--- config.mk ---
export PLATFORM = sky130hd
export DESIGN_NAME = smb_target_fsm
export DESIGN_NICKNAME = d
export VERILOG_FILES = /design/src/rtl/smb_tgt_pkg.sv /design/src/rtl/smb_tgt_wbuf.sv /design/src/rtl/smb_tgt_ctl.sv /design/src/rtl/smb_tgt_port.sv /design/src/rtl/smb_target_fsm.sv
export SDC_FILE = /design/constraint.sdc
export NUM_CORES = 1
export LEC_CHECK = 0
export ABC_AREA = 1
export BUFFER_PORTS_ARGS = -buffer_cell sky130_fd_sc_hd__buf_2
export CAP_MARGIN = 25
export CORE_ASPECT_RATIO = 1.5
export CORE_MARGIN = 1.5
export CORE_UTILIZATION = 57
export CTS_CLUSTER_DIAMETER = 40
export DETAILED_ROUTE_END_ITERATION = 10
export PLACE_DENSITY = 0.87
export SKIP_CTS_REPAIR_TIMING = 1
export SYNTH_ARGS = -nofsm -noshare
export SYNTH_HDL_FRONTEND = slang
export SYNTH_SLANG_ARGS = --single-unit
--- constraint.sdc ---
create_clock -name clk -period 3.1 [get_ports clk]
set_input_delay 0.31 -clock clk [delete_from_list [all_inputs] [get_ports clk]]
set_output_delay 0.31 -clock clk [all_outputs]
set_load 0.005 [all_outputs]
--- src/rtl/smb_tgt_pkg.sv ---
package smb_tgt_pkg;

  typedef enum logic [2:0] {
    ST_IDLE  = 3'd0,
    ST_WDATA = 3'd1,
    ST_RECV  = 3'd2,
    ST_RDATA = 3'd3,
    ST_DONE  = 3'd4,
    ST_ERR   = 3'd5
  } st_e;

  localparam logic [2:0] EV_START_WR = 3'd0;
  localparam logic [2:0] EV_START_RD = 3'd1;
  localparam logic [2:0] EV_WR_BYTE  = 3'd2;
  localparam logic [2:0] EV_RD_REQ   = 3'd3;
  localparam logic [2:0] EV_NACK     = 3'd4;
  localparam logic [2:0] EV_FINISH   = 3'd5;

  typedef enum logic [1:0] {
    WK_QUICK = 2'd0,
    WK_SEND  = 2'd1,
    WK_CMD   = 2'd2
  } wk_e;

  // Decoded event strobes, at most one set per cycle.
  typedef struct packed {
    logic start_wr;
    logic start_rd;
    logic wr_byte;
    logic rd_req;
    logic nack;
    logic finish;
  } evs_t;

  // Actions the control FSM asks of the buffer and the port.
  typedef struct packed {
    logic push;
    logic clear;
    logic flush;
    logic quick_rd;
    logic latch_cmd;
    logic idx_clr;
    logic idx_inc;
    logic rd_hit;
    logic rd_indexed;
    logic rd_bad;
  } act_t;

  // Kind of a write, chosen by how many bytes were collected.
  function automatic wk_e write_kind(input int unsigned nbytes);
    if (nbytes == 0)      return WK_QUICK;
    else if (nbytes == 1) return WK_SEND;
    else                  return WK_CMD;
  endfunction

  // Data bytes following the command byte.
  function automatic int unsigned data_count(input int unsigned nbytes);
    return (nbytes == 0) ? 0 : nbytes - 1;
  endfunction

endpackage

--- src/rtl/smb_tgt_wbuf.sv ---
module smb_tgt_wbuf
  import smb_tgt_pkg::*;
#(
  parameter int unsigned DEPTH = 34,
  localparam int unsigned LEN_W = $clog2(DEPTH + 1)
) (
  input  logic             clk,
  input  logic             rst_n,
  input  logic             push,
  input  logic             clear,
  input  logic [7:0]       din,
  input  logic [LEN_W-1:0] sel,
  output logic [LEN_W-1:0] len,
  output logic [7:0]       head,
  output logic [7:0]       sel_data
);

  logic [7:0]       ent [DEPTH];
  logic [LEN_W-1:0] len_q;
  logic [DEPTH-1:0] we;
  logic [LEN_W:0]   rd_addr;

  // One write enable per entry: the next free slot takes the byte.
  for (genvar g = 0; g < DEPTH; g++) begin : g_we
    assign we[g] = push && (len_q == LEN_W'(g));
  end

  always_ff @(posedge clk or negedge rst_n) begin
    if (!rst_n) begin
      for (int k = 0; k < DEPTH; k++) ent[k] <= '0;
    end else begin
      for (int k = 0; k < DEPTH; k++) begin
        if (we[k]) ent[k] <= din;
      end
    end
  end

  always_ff @(posedge clk or negedge rst_n) begin
    if (!rst_n)                                 len_q <= '0;
    else if (clear)                             len_q <= '0;
    else if (push && (len_q < LEN_W'(DEPTH)))   len_q <= len_q + 1'b1;
  end

  // Data byte k sits one position after the command byte.
  assign rd_addr = {1'b0, sel} + 1'b1;

  always_comb begin
    sel_data = '0;
    for (int k = 0; k < DEPTH; k++) begin
      if (rd_addr == (LEN_W + 1)'(k)) sel_data = ent[k];
    end
  end

  assign len  = len_q;
  assign head = ent[0];

endmodule

--- src/rtl/smb_tgt_ctl.sv ---
module smb_tgt_ctl
  import smb_tgt_pkg::*;
#(
  parameter int unsigned LEN_W = 6
) (
  input  logic             clk,
  input  logic             rst_n,
  input  evs_t             evs,
  input  logic [LEN_W-1:0] buf_len,
  output st_e              state,
  output act_t             act
);

  st_e st_q, st_d;

  always_comb begin
    st_d = st_q;
    act  = '0;
    if (evs.start_wr) begin
      st_d = (st_q == ST_IDLE) ? ST_WDATA : ST_ERR;
    end else if (evs.start_rd) begin
      if (st_q == ST_IDLE) begin
        st_d = ST_RECV;
      end else if (st_q == ST_WDATA) begin
        if (buf_len == '0) begin
          st_d = ST_ERR;
        end else begin
          act.latch_cmd = 1'b1;
          act.flush     = (buf_len > LEN_W'(1));
          act.clear     = 1'b1;
          act.idx_clr   = 1'b1;
          st_d          = ST_RDATA;
        end
      end else begin
        st_d = ST_ERR;
      end
    end else if (evs.wr_byte) begin
      act.push = (st_q == ST_WDATA);
    end else if (evs.rd_req) begin
      if (st_q == ST_RECV) begin
        act.rd_hit = 1'b1;
        st_d       = ST_DONE;
      end else if (st_q == ST_RDATA) begin
        act.rd_hit     = 1'b1;
        act.rd_indexed = 1'b1;
        act.idx_inc    = 1'b1;
      end else begin
        act.rd_bad = 1'b1;
        st_d       = ST_ERR;
      end
    end else if (evs.nack) begin
      if (st_q == ST_RDATA)     st_d = ST_DONE;
      else if (st_q != ST_DONE) st_d = ST_ERR;
    end else if (evs.finish) begin
      act.flush    = (st_q == ST_WDATA);
      act.quick_rd = (st_q == ST_RECV);
      act.clear    = 1'b1;
      st_d         = ST_IDLE;
    end
  end

  always_ff @(posedge clk or negedge rst_n) begin
    if (!rst_n) st_q <= ST_IDLE;
    else        st_q <= st_d;
  end

  assign state = st_q;

endmodule

--- src/rtl/smb_tgt_port.sv ---
module smb_tgt_port
  import smb_tgt_pkg::*;
#(
  parameter int unsigned LEN_W = 6,
  parameter int unsigned IDX_W = 8
) (
  input  logic             clk,
  input  logic             rst_n,
  input  act_t             act,
  input  logic [LEN_W-1:0] buf_len,
  input  logic [7:0]       buf_head,
  input  logic [7:0]       app_rd_data,
  output logic             app_quick_vld,
  output logic             app_quick_rd,
  output logic             app_send_vld,
  output logic [7:0]       app_send_byte,
  output logic             app_wr_vld,
  output logic [7:0]       app_wr_cmd,
  output logic [LEN_W-1:0] app_wr_cnt,
  output logic             app_rd_vld,
  output logic             app_rd_indexed,
  output logic [7:0]       app_rd_cmd,
  output logic [IDX_W-1:0] app_rd_idx,
  output logic             rsp_vld,
  output logic [7:0]       rsp_byte,
  output logic             rsp_err
);

  wk_e              kind;
  logic [7:0]       cmd_q;
  logic [IDX_W-1:0] idx_q;

  assign kind = write_kind(int'(buf_len));

  // Transaction delivery pulses, one cycle after the deciding event.
  always_ff @(posedge clk or negedge rst_n) begin
    if (!rst_n) begin
      app_quick_vld <= 1'b0;
      app_quick_rd  <= 1'b0;
      app_send_vld  <= 1'b0;
      app_send_byte <= '0;
      app_wr_vld    <= 1'b0;
      app_wr_cmd    <= '0;
      app_wr_cnt    <= '0;
    end else begin
      app_quick_vld <= 1'b0;
      app_send_vld  <= 1'b0;
      app_wr_vld    <= 1'b0;
      if (act.flush) begin
        unique case (kind)
          WK_QUICK: begin
            app_quick_vld <= 1'b1;
            app_quick_rd  <= 1'b0;
          end
          WK_SEND: begin
            app_send_vld  <= 1'b1;
            app_send_byte <= buf_head;
          end
          default: begin
            app_wr_vld <= 1'b1;
            app_wr_cmd <= buf_head;
            app_wr_cnt <= LEN_W'(data_count(int'(buf_len)));
          end
        endcase
      end else if (act.quick_rd) begin
        app_quick_vld <= 1'b1;
        app_quick_rd  <= 1'b1;
      end
    end
  end

  // Read command and running index.
  always_ff @(posedge clk or negedge rst_n) begin
    if (!rst_n) begin
      cmd_q <= '0;
      idx_q <= '0;
    end else begin
      if (act.latch_cmd) cmd_q <= buf_head;
      if (act.idx_clr)       idx_q <= '0;
      else if (act.idx_inc)  idx_q <= idx_q + 1'b1;
    end
  end

  assign app_rd_vld     = act.rd_hit;
  assign app_rd_indexed = act.rd_indexed;
  assign app_rd_cmd     = cmd_q;
  assign app_rd_idx     = idx_q;

  // Reply path to the bus side.
  always_ff @(posedge clk or negedge rst_n) begin
    if (!rst_n) begin
      rsp_vld  <= 1'b0;
      rsp_byte <= '0;
      rsp_err  <= 1'b0;
    end else begin
      rsp_vld  <= act.rd_hit | act.rd_bad;
      rsp_byte <= act.rd_hit ? app_rd_data : 8'h00;
      rsp_err  <= act.rd_bad;
    end
  end

endmodule

--- src/rtl/smb_target_fsm.sv ---
module smb_target_fsm
  import smb_tgt_pkg::*;
#(
  parameter int unsigned BUF_DEPTH = 34,
  parameter int unsigned IDX_W     = 8,
  localparam int unsigned LEN_W    = $clog2(BUF_DEPTH + 1)
) (
  input  logic             clk,
  input  logic             rst_n,
  input  logic             ev_valid,
  input  logic [2:0]       ev_kind,
  input  logic [7:0]       ev_data,
  output logic [2:0]       st_code,
  output logic             app_quick_vld,
  output logic             app_quick_rd,
  output logic             app_send_vld,
  output logic [7:0]       app_send_byte,
  output logic             app_wr_vld,
  output logic [7:0]       app_wr_cmd,
  output logic [LEN_W-1:0] app_wr_cnt,
  input  logic [LEN_W-1:0] app_buf_sel,
  output logic [7:0]       app_buf_data,
  output logic             app_rd_vld,
  output logic             app_rd_indexed,
  output logic [7:0]       app_rd_cmd,
  output logic [IDX_W-1:0] app_rd_idx,
  input  logic [7:0]       app_rd_data,
  output logic             rsp_vld,
  output logic [7:0]       rsp_byte,
  output logic             rsp_err
);

  // Named event strobes, also watched by the checker.
  logic ev_start_wr, ev_start_rd, ev_wr_byte, ev_rd_req, ev_nack, ev_finish;
  assign ev_start_wr = ev_valid && (ev_kind == EV_START_WR);
  assign ev_start_rd = ev_valid && (ev_kind == EV_START_RD);
  assign ev_wr_byte  = ev_valid && (ev_kind == EV_WR_BYTE);
  assign ev_rd_req   = ev_valid && (ev_kind == EV_RD_REQ);
  assign ev_nack     = ev_valid && (ev_kind == EV_NACK);
  assign ev_finish   = ev_valid && (ev_kind == EV_FINISH);

  evs_t             evs;
  act_t             act;
  st_e              state;
  logic [LEN_W-1:0] buf_len;
  logic [7:0]       buf_head;

  assign evs = '{start_wr: ev_start_wr, start_rd: ev_start_rd,
                 wr_byte:  ev_wr_byte,  rd_req:   ev_rd_req,
                 nack:     ev_nack,     finish:   ev_finish};

  smb_tgt_ctl #(.LEN_W(LEN_W)) ctl_i (
    .clk     (clk),
    .rst_n   (rst_n),
    .evs     (evs),
    .buf_len (buf_len),
    .state   (state),
    .act     (act)
  );

  smb_tgt_wbuf #(.DEPTH(BUF_DEPTH)) wbuf_i (
    .clk      (clk),
    .rst_n    (rst_n),
    .push     (act.push),
    .clear    (act.clear),
    .din      (ev_data),
    .sel      (app_buf_sel),
    .len      (buf_len),
    .head     (buf_head),
    .sel_data (app_buf_data)
  );

  smb_tgt_port #(.LEN_W(LEN_W), .IDX_W(IDX_W)) port_i (
    .clk            (clk),
    .rst_n          (rst_n),
    .act            (act),
    .buf_len        (buf_len),
    .buf_head       (buf_head),
    .app_rd_data    (app_rd_data),
    .app_quick_vld  (app_quick_vld),
    .app_quick_rd   (app_quick_rd),
    .app_send_vld   (app_send_vld),
    .app_send_byte  (app_send_byte),
    .app_wr_vld     (app_wr_vld),
    .app_wr_cmd     (app_wr_cmd),
    .app_wr_cnt     (app_wr_cnt),
    .app_rd_vld     (app_rd_vld),
    .app_rd_indexed (app_rd_indexed),
    .app_rd_cmd     (app_rd_cmd),
    .app_rd_idx     (app_rd_idx),
    .rsp_vld        (rsp_vld),
    .rsp_byte       (rsp_byte),
    .rsp_err        (rsp_err)
  );

  assign st_code = state;

endmodule

### After elaboration in Yosys (flattened, before gate mapping)

Index checks and enable logic that the tools add are counted.

| storage, ports and cells | value |
|---|---|
| logic and storage cells | 281 |
| input port bits | 28 |
| output and inout port bits | 65 |
| register bits | 333 |

| operators by class | value |
|---|---|
| magnitude comparators | 2 |
| bitwise gates (word level) | 2 |
| add/subtract/negate cells | 4 |
| equality and inequality tests | 80 |
| reduce and logical (&&, ||, !) cells | 55 |
| mux-type cells | 90 |

Operator list:

| cell | number |
|---|---|
| $mux W8 | 37 |
| $eq A7 B5 Y1 const B | 16 |
| $eq A6 B5 Y1 const B | 16 |
| $mux W3 | 19 |
| $eq A7 B4 Y1 const B | 8 |
| $eq A6 B4 Y1 const B | 8 |
| $logic_and A1 B1 Y1 | 41 |
| $eq A7 B3 Y1 const B | 4 |
| $eq A6 B3 Y1 const B | 4 |
| $mux W2 | 11 |
| $mux W6 | 3 |
| $mux W1 | 16 |
| $eq A7 B2 Y1 const B | 2 |
| $eq A7 B6 Y1 const B | 2 |
| $eq A3 B2 Y1 const B | 4 |
| $eq A6 B2 Y1 const B | 2 |
| $eq A6 B6 Y1 const B | 2 |
| $mux W4 | 3 |
| $mux W10 | 1 |
| $add A8 B1 Y8 const B | 1 |
| $add A6 B1 Y7 const B | 1 |
| $eq A7 B1 Y1 const B | 1 |
| $logic_not A7 Y1 | 1 |
| $add A6 B1 Y6 const B | 1 |
| other kinds (21) | 29 |

### Longest topological paths before layout

| depth | value |
|---|---|
| word-level depth | 36 |
| mapped depth | 24 |

### Hierarchy

Synthesis repeated with hierarchy kept, for this count alone.

| second synthesis, totals | value |
|---|---|
| cell total of the unflattened synthesis | 1,895 |
| area, all modules | 15,359.7 µm² |

By module, submodules not included:

| module | cells each | sequential area each (µm²) | instances | area an instance (µm²) |
|---|---|---|---|---|
| smb_tgt_wbuf | 1,570 | 6,956.7 | 1 | 12,654.6 |
| smb_tgt_port | 230 | 1,301.2 | 1 | 2,210.9 |
| smb_tgt_ctl | 80 | 75.1 | 1 | 435.4 |
| smb_target_fsm | 15 | 0.0 | 1 | 58.8 |

### Worst setup path before layout

OpenSTA, ideal clock, no wires.

| path | value |
|---|---|
| path type | input port to output port |
| start point | input app_buf_sel[3] |
| end point | output app_buf_data[3] |
| path slack | 0.637 ns |
| arrival time | 2.153 ns |
| buffers on the path | 2 |
| data required time | 2.790 ns |
| stages on the path | 16 |
| cells stage by stage | buf_2 nand2_1 nor2_4 inv_2 nor2_4 a21oi_4 buf_2 nor2_2 inv_1 or2_2 nand2_1 nand4_1 nor2_1 nand4_1 nand2_1 nand3_1 |

| between the ends | value |
|---|---|
| cells in the longest elaborated chain, start to end | 36 |
| elaborated cells between the ends (all ways) | 69 |

RTL lines:

| item | RTL line | RTL |
|---|---|---|
| start, declared | smb_target_fsm.sv:21 | `input logic [LEN_W-1:0] app_buf_sel,` |
| $add A6 B1 Y7 (*) | smb_tgt_wbuf.sv:45 | `assign rd_addr = {1'b0, sel} + 1'b1;` |
| $logic_not A7 Y1 | smb_tgt_wbuf.sv:50 | `if (rd_addr == (LEN_W + 1)'(k)) sel_data = ent[k];` |
| $mux W8 (33 in series) | smb_tgt_wbuf.sv:50 |  |
| $mux W8 (*) | smb_tgt_wbuf.sv:50 |  |
| end, declared | smb_target_fsm.sv:22 | `output logic [7:0] app_buf_data,` |

Mark *: on every way between the ends. The rest lies on a longest branch, timed or not.

### Worst setup path after layout

| path | value |
|---|---|
| start point | register wbuf_i.ent[257] in the netlist's numbering |
| end point | output app_buf_data[1] |

| between the ends | value |
|---|---|
| cells in the longest elaborated chain, start to end | 33 |

RTL lines:

| item | RTL line | RTL |
|---|---|---|
| start, declared | smb_tgt_wbuf.sv:18 | `logic [7:0] ent [DEPTH];` |
| start signal, assigned by index | smb_tgt_wbuf.sv:33 | `if (we[k]) ent[k] <= din;` |
| $mux W8 (33 in series) | smb_tgt_wbuf.sv:50 |  |

No other way between the ends.

==> impl_metrics.json <==
{
  "status": "complete, but fails checks",
  "violations": "negative hold slack, negative setup slack",
  "num-fill-cells": 1996,
  "grt_pass1_wl_mm": 67.5,
  "final_common_cell": "nand2_1",
  "coreArea_sq_um": 25800,
  "drt_iter0_markers": 1540,
  "drv_slew": 0,
  "final_cell_area_sq_um": 17600,
  "routedWlPerCell_um": 18.3,
  "routed_via_density": 5.81,
  "place_area_sq_um": 16100,
  "yosys_register_bits": 333,
  "die_x_um": 135,
  "synth-edff-count": 0,
  "place_congestion": 1.03,
  "cts_root_buf": "clkbuf_16",
  "avgSynthCellArea_sq_um": 8.10,
  "hold_ws_ps": -5.60,
  "relSlewSlack_pct": 55.1,
  "drv_cap": 0,
  "n_antenna_cell": 0,
  "yosysWarnings": 0,
  "cts_tree": "done",
  "yosys-top-cells-area": "dfrtp_1, nand2_1, o21ai_0",
  "yosys.area_share.simple_pct": 25.5,
  "layout_setup_ws_ps": -613,
  "clk_pin_slew_ps": 60,
  "yosysUniqueCellTypes": 32,
  "cts_made_buffers": 34,
  "die_area_sq_um": 27300,
  "peakVddDrop_v": 0.000383,
  "cp-start-kind": "register",
  "drive_above_1_share_pct": 15.4,
  "dp_hpwl_mm": 29.0,
  "required_ps": 2790,
  "yosysTopAreaCell": "dfrtp_1",
  "portBuffers": 92,
  "p_per_area_nw_per_um2": 555,
  "cellLeakagePower_nw": 8.57,
  "grt_max_degree": 106,
  "utilization_pct": 68.2,
  "finalPower_w": 0.00975,
  "clock_latency_ps": 520,
  "rows": 72,
  "fin_skew_ps": 15.1,
  "drc": 0,
  "synth_fp_nets": 1883,
  "worstPathArrival_ps": 3400,
  "dr.pass1.iters": 6,
  "synthMuxAreaShare_pct": 0,
  "rsz0062_at_grt": "true",
  "worst_pin_slew_ps": 671,
  "cp_max_fo": 2,
  "netlist_area_sq_um": 15000,
  "vias": 13574,
  "period_share_pct": 120,
  "io_pins": 93,
  "routed_wl_mm": 42.7,
  "synth_top_area_share_pct": 55.7,
  "period_needed_ps": 3710,
  "hold_violations": 1,
  "max_clock_freq_ghz": 0.269,
  "drtAntennaViolNets": 0,
  "grt_pass1_vias": 13154,
  "synthArstFlopShare_pct": 100,
  "synth_fa_ha_area_share_pct": 0.502,
  "setup_violations": 7,
  "path_class": "reg2out",
  "end_kind": "output port",
  "nNetsFinal": 2016,
  "die_height_um": 201,
  "pre_cts_ws_ps": -624,
  "synthXorXnorAreaFrac_pct": 0.234,
  "final_cell_mix": "nand2_1, dfrtp_1, o21ai_0, inv_1, nor2_1",
  "min_path_type": "in2reg",
  "postSynthCellCount": 1849,
  "synth-compound-area-share_pct": 11.8,
  "ys_seq_area_share_pct": 55.7,
  "cts.sinks": 333,
  "tns_ps": -2110,
  "initial_core_util_pct": 58.1,
  "grt_usage_pct": 31.7,
  "cts_max_level": 2,
  "cts_buffer_depth": 3,
  "synth_top_family_by_area": "simple AND/OR/NAND/NOR gates",
  "antenna_found_initial": 0,
  "overflow": 0,
  "synth_flop_cell": "dfrtp_1",
  "syn2layout_area_growth_pct": 17.4
}
## stage by stage
step / hold slack [ps] / std cells
3_3_place_gp: 213 / 2268
4_1_cts: -343 / 2327
2_1_floorplan: 14.4 / 1849
5_1_grt: 6.62 / 2338
3_5_place_dp: 213 / 2268
6_report: -5.60 / 2338
## report_power, final
group / switching [W] / internal [W] / leakage, nW
clock network: 0.00178 / 0.00237 / 0.553
logic: 0.000566 / 0.000321 / 3.40
registers: 0.000159 / 0.00456 / 4.62
total: 0.00250 / 0.00725 / 8.57
## registers in the layout, summed over array words and instances, names as in the netlist
| signal | cells |
|---|---|
| wbuf_i.ent | 264 |
| wbuf_i.head | 8 |
| port_i.rsp_vld | 1 |
| port_i.app_quick_vld | 1 |
| port_i.rsp_byte | 8 |
| port_i.app_rd_idx | 8 |
| wbuf_i.len | 6 |
| ctl_i.state | 3 |
| port_i.app_wr_cmd | 8 |
| port_i.app_quick_rd | 1 |
| port_i.app_send_byte | 8 |
| port_i.app_rd_cmd | 8 |
| port_i.app_wr_vld | 1 |
| port_i.app_wr_cnt | 6 |
| port_i.rsp_err | 1 |
| port_i.app_send_vld | 1 |
## cell usage after synthesis, drive strengths merged, types with 5 or more instances
cell type    n
nand2      619
o21a         5
nand3       56
ha           6
o21ai      322
nor3        17
nand4       64
buf          6
inv        169
nor2       130
clkbuf      68
or2         26
a21oi       15
dfrtp      333
## worst max-delay path, cell delays in order, from the launching register on
cell     delay, ps
dfrtp_1        390
nand3_1         80
nand2_1         60
nor2_2         170
nand4_1        140
nand2_1        100
nand4_1         90
nor2_1         160
nand4_1        240
nor2_1         170
nand3_1         90
nand2_1         90
nand4_1        170
nand2_1        170
nand3_1         90
nand2_1        100
nand3_2         90
nand2_2         90
nand3_2         80
nand2_1         80
nand3_1         70
buf_2          140
## path summary, 6_finish.rpt
kind / start / end / slack (ps) / cells past startpoint
max: wbuf_i.ent[257] / app_buf_data[1] / -610 / 21
min: app_rd_data[5] / port_i.rsp_byte[5] / -6 / 3
max in group asynchronous: rst_n / port_i.rsp_byte[7] / 1970 / 3
max reg2reg: wbuf_i.len[0] / port_i.app_send_byte[4] / 480 / 14
min in group asynchronous: rst_n / wbuf_i.ent[30] / 250 / 2
min reg2reg: port_i.app_rd_idx[7] / port_i.app_rd_idx[7] / 460 / 1
## cell families (layout without fill, tap and decap cells)
group	Yosys count	count (layout)
compound gates	346	346
xor+xnor	4	4
buf+inv	245	400
simple gates	915	916
flops	333	333
fa+ha+maj	6	6
## layer usage
metal | share of wire [%] | track usage, %
met3 | 7.3 | 4.51
met5 | 0 | 0
met4 | 7.0 | 19.7
met1 | 37 | 38.9
met2 | 49 | 52.5
## final cells by class
class	instances	area, sq um	area share, %
Sequential cell	333	8330	47.4
Timing Repair Buffer	170	1180	6.69
Clock buffer	42	942	5.36
Clock inverter	17	183	1.04
Inverter	171	642	3.65
Multi-Input combinational cell	1272	5880	33.5
Tap cell	333	417	2.37
No activity file was read; power rests on OpenSTA's default activity.
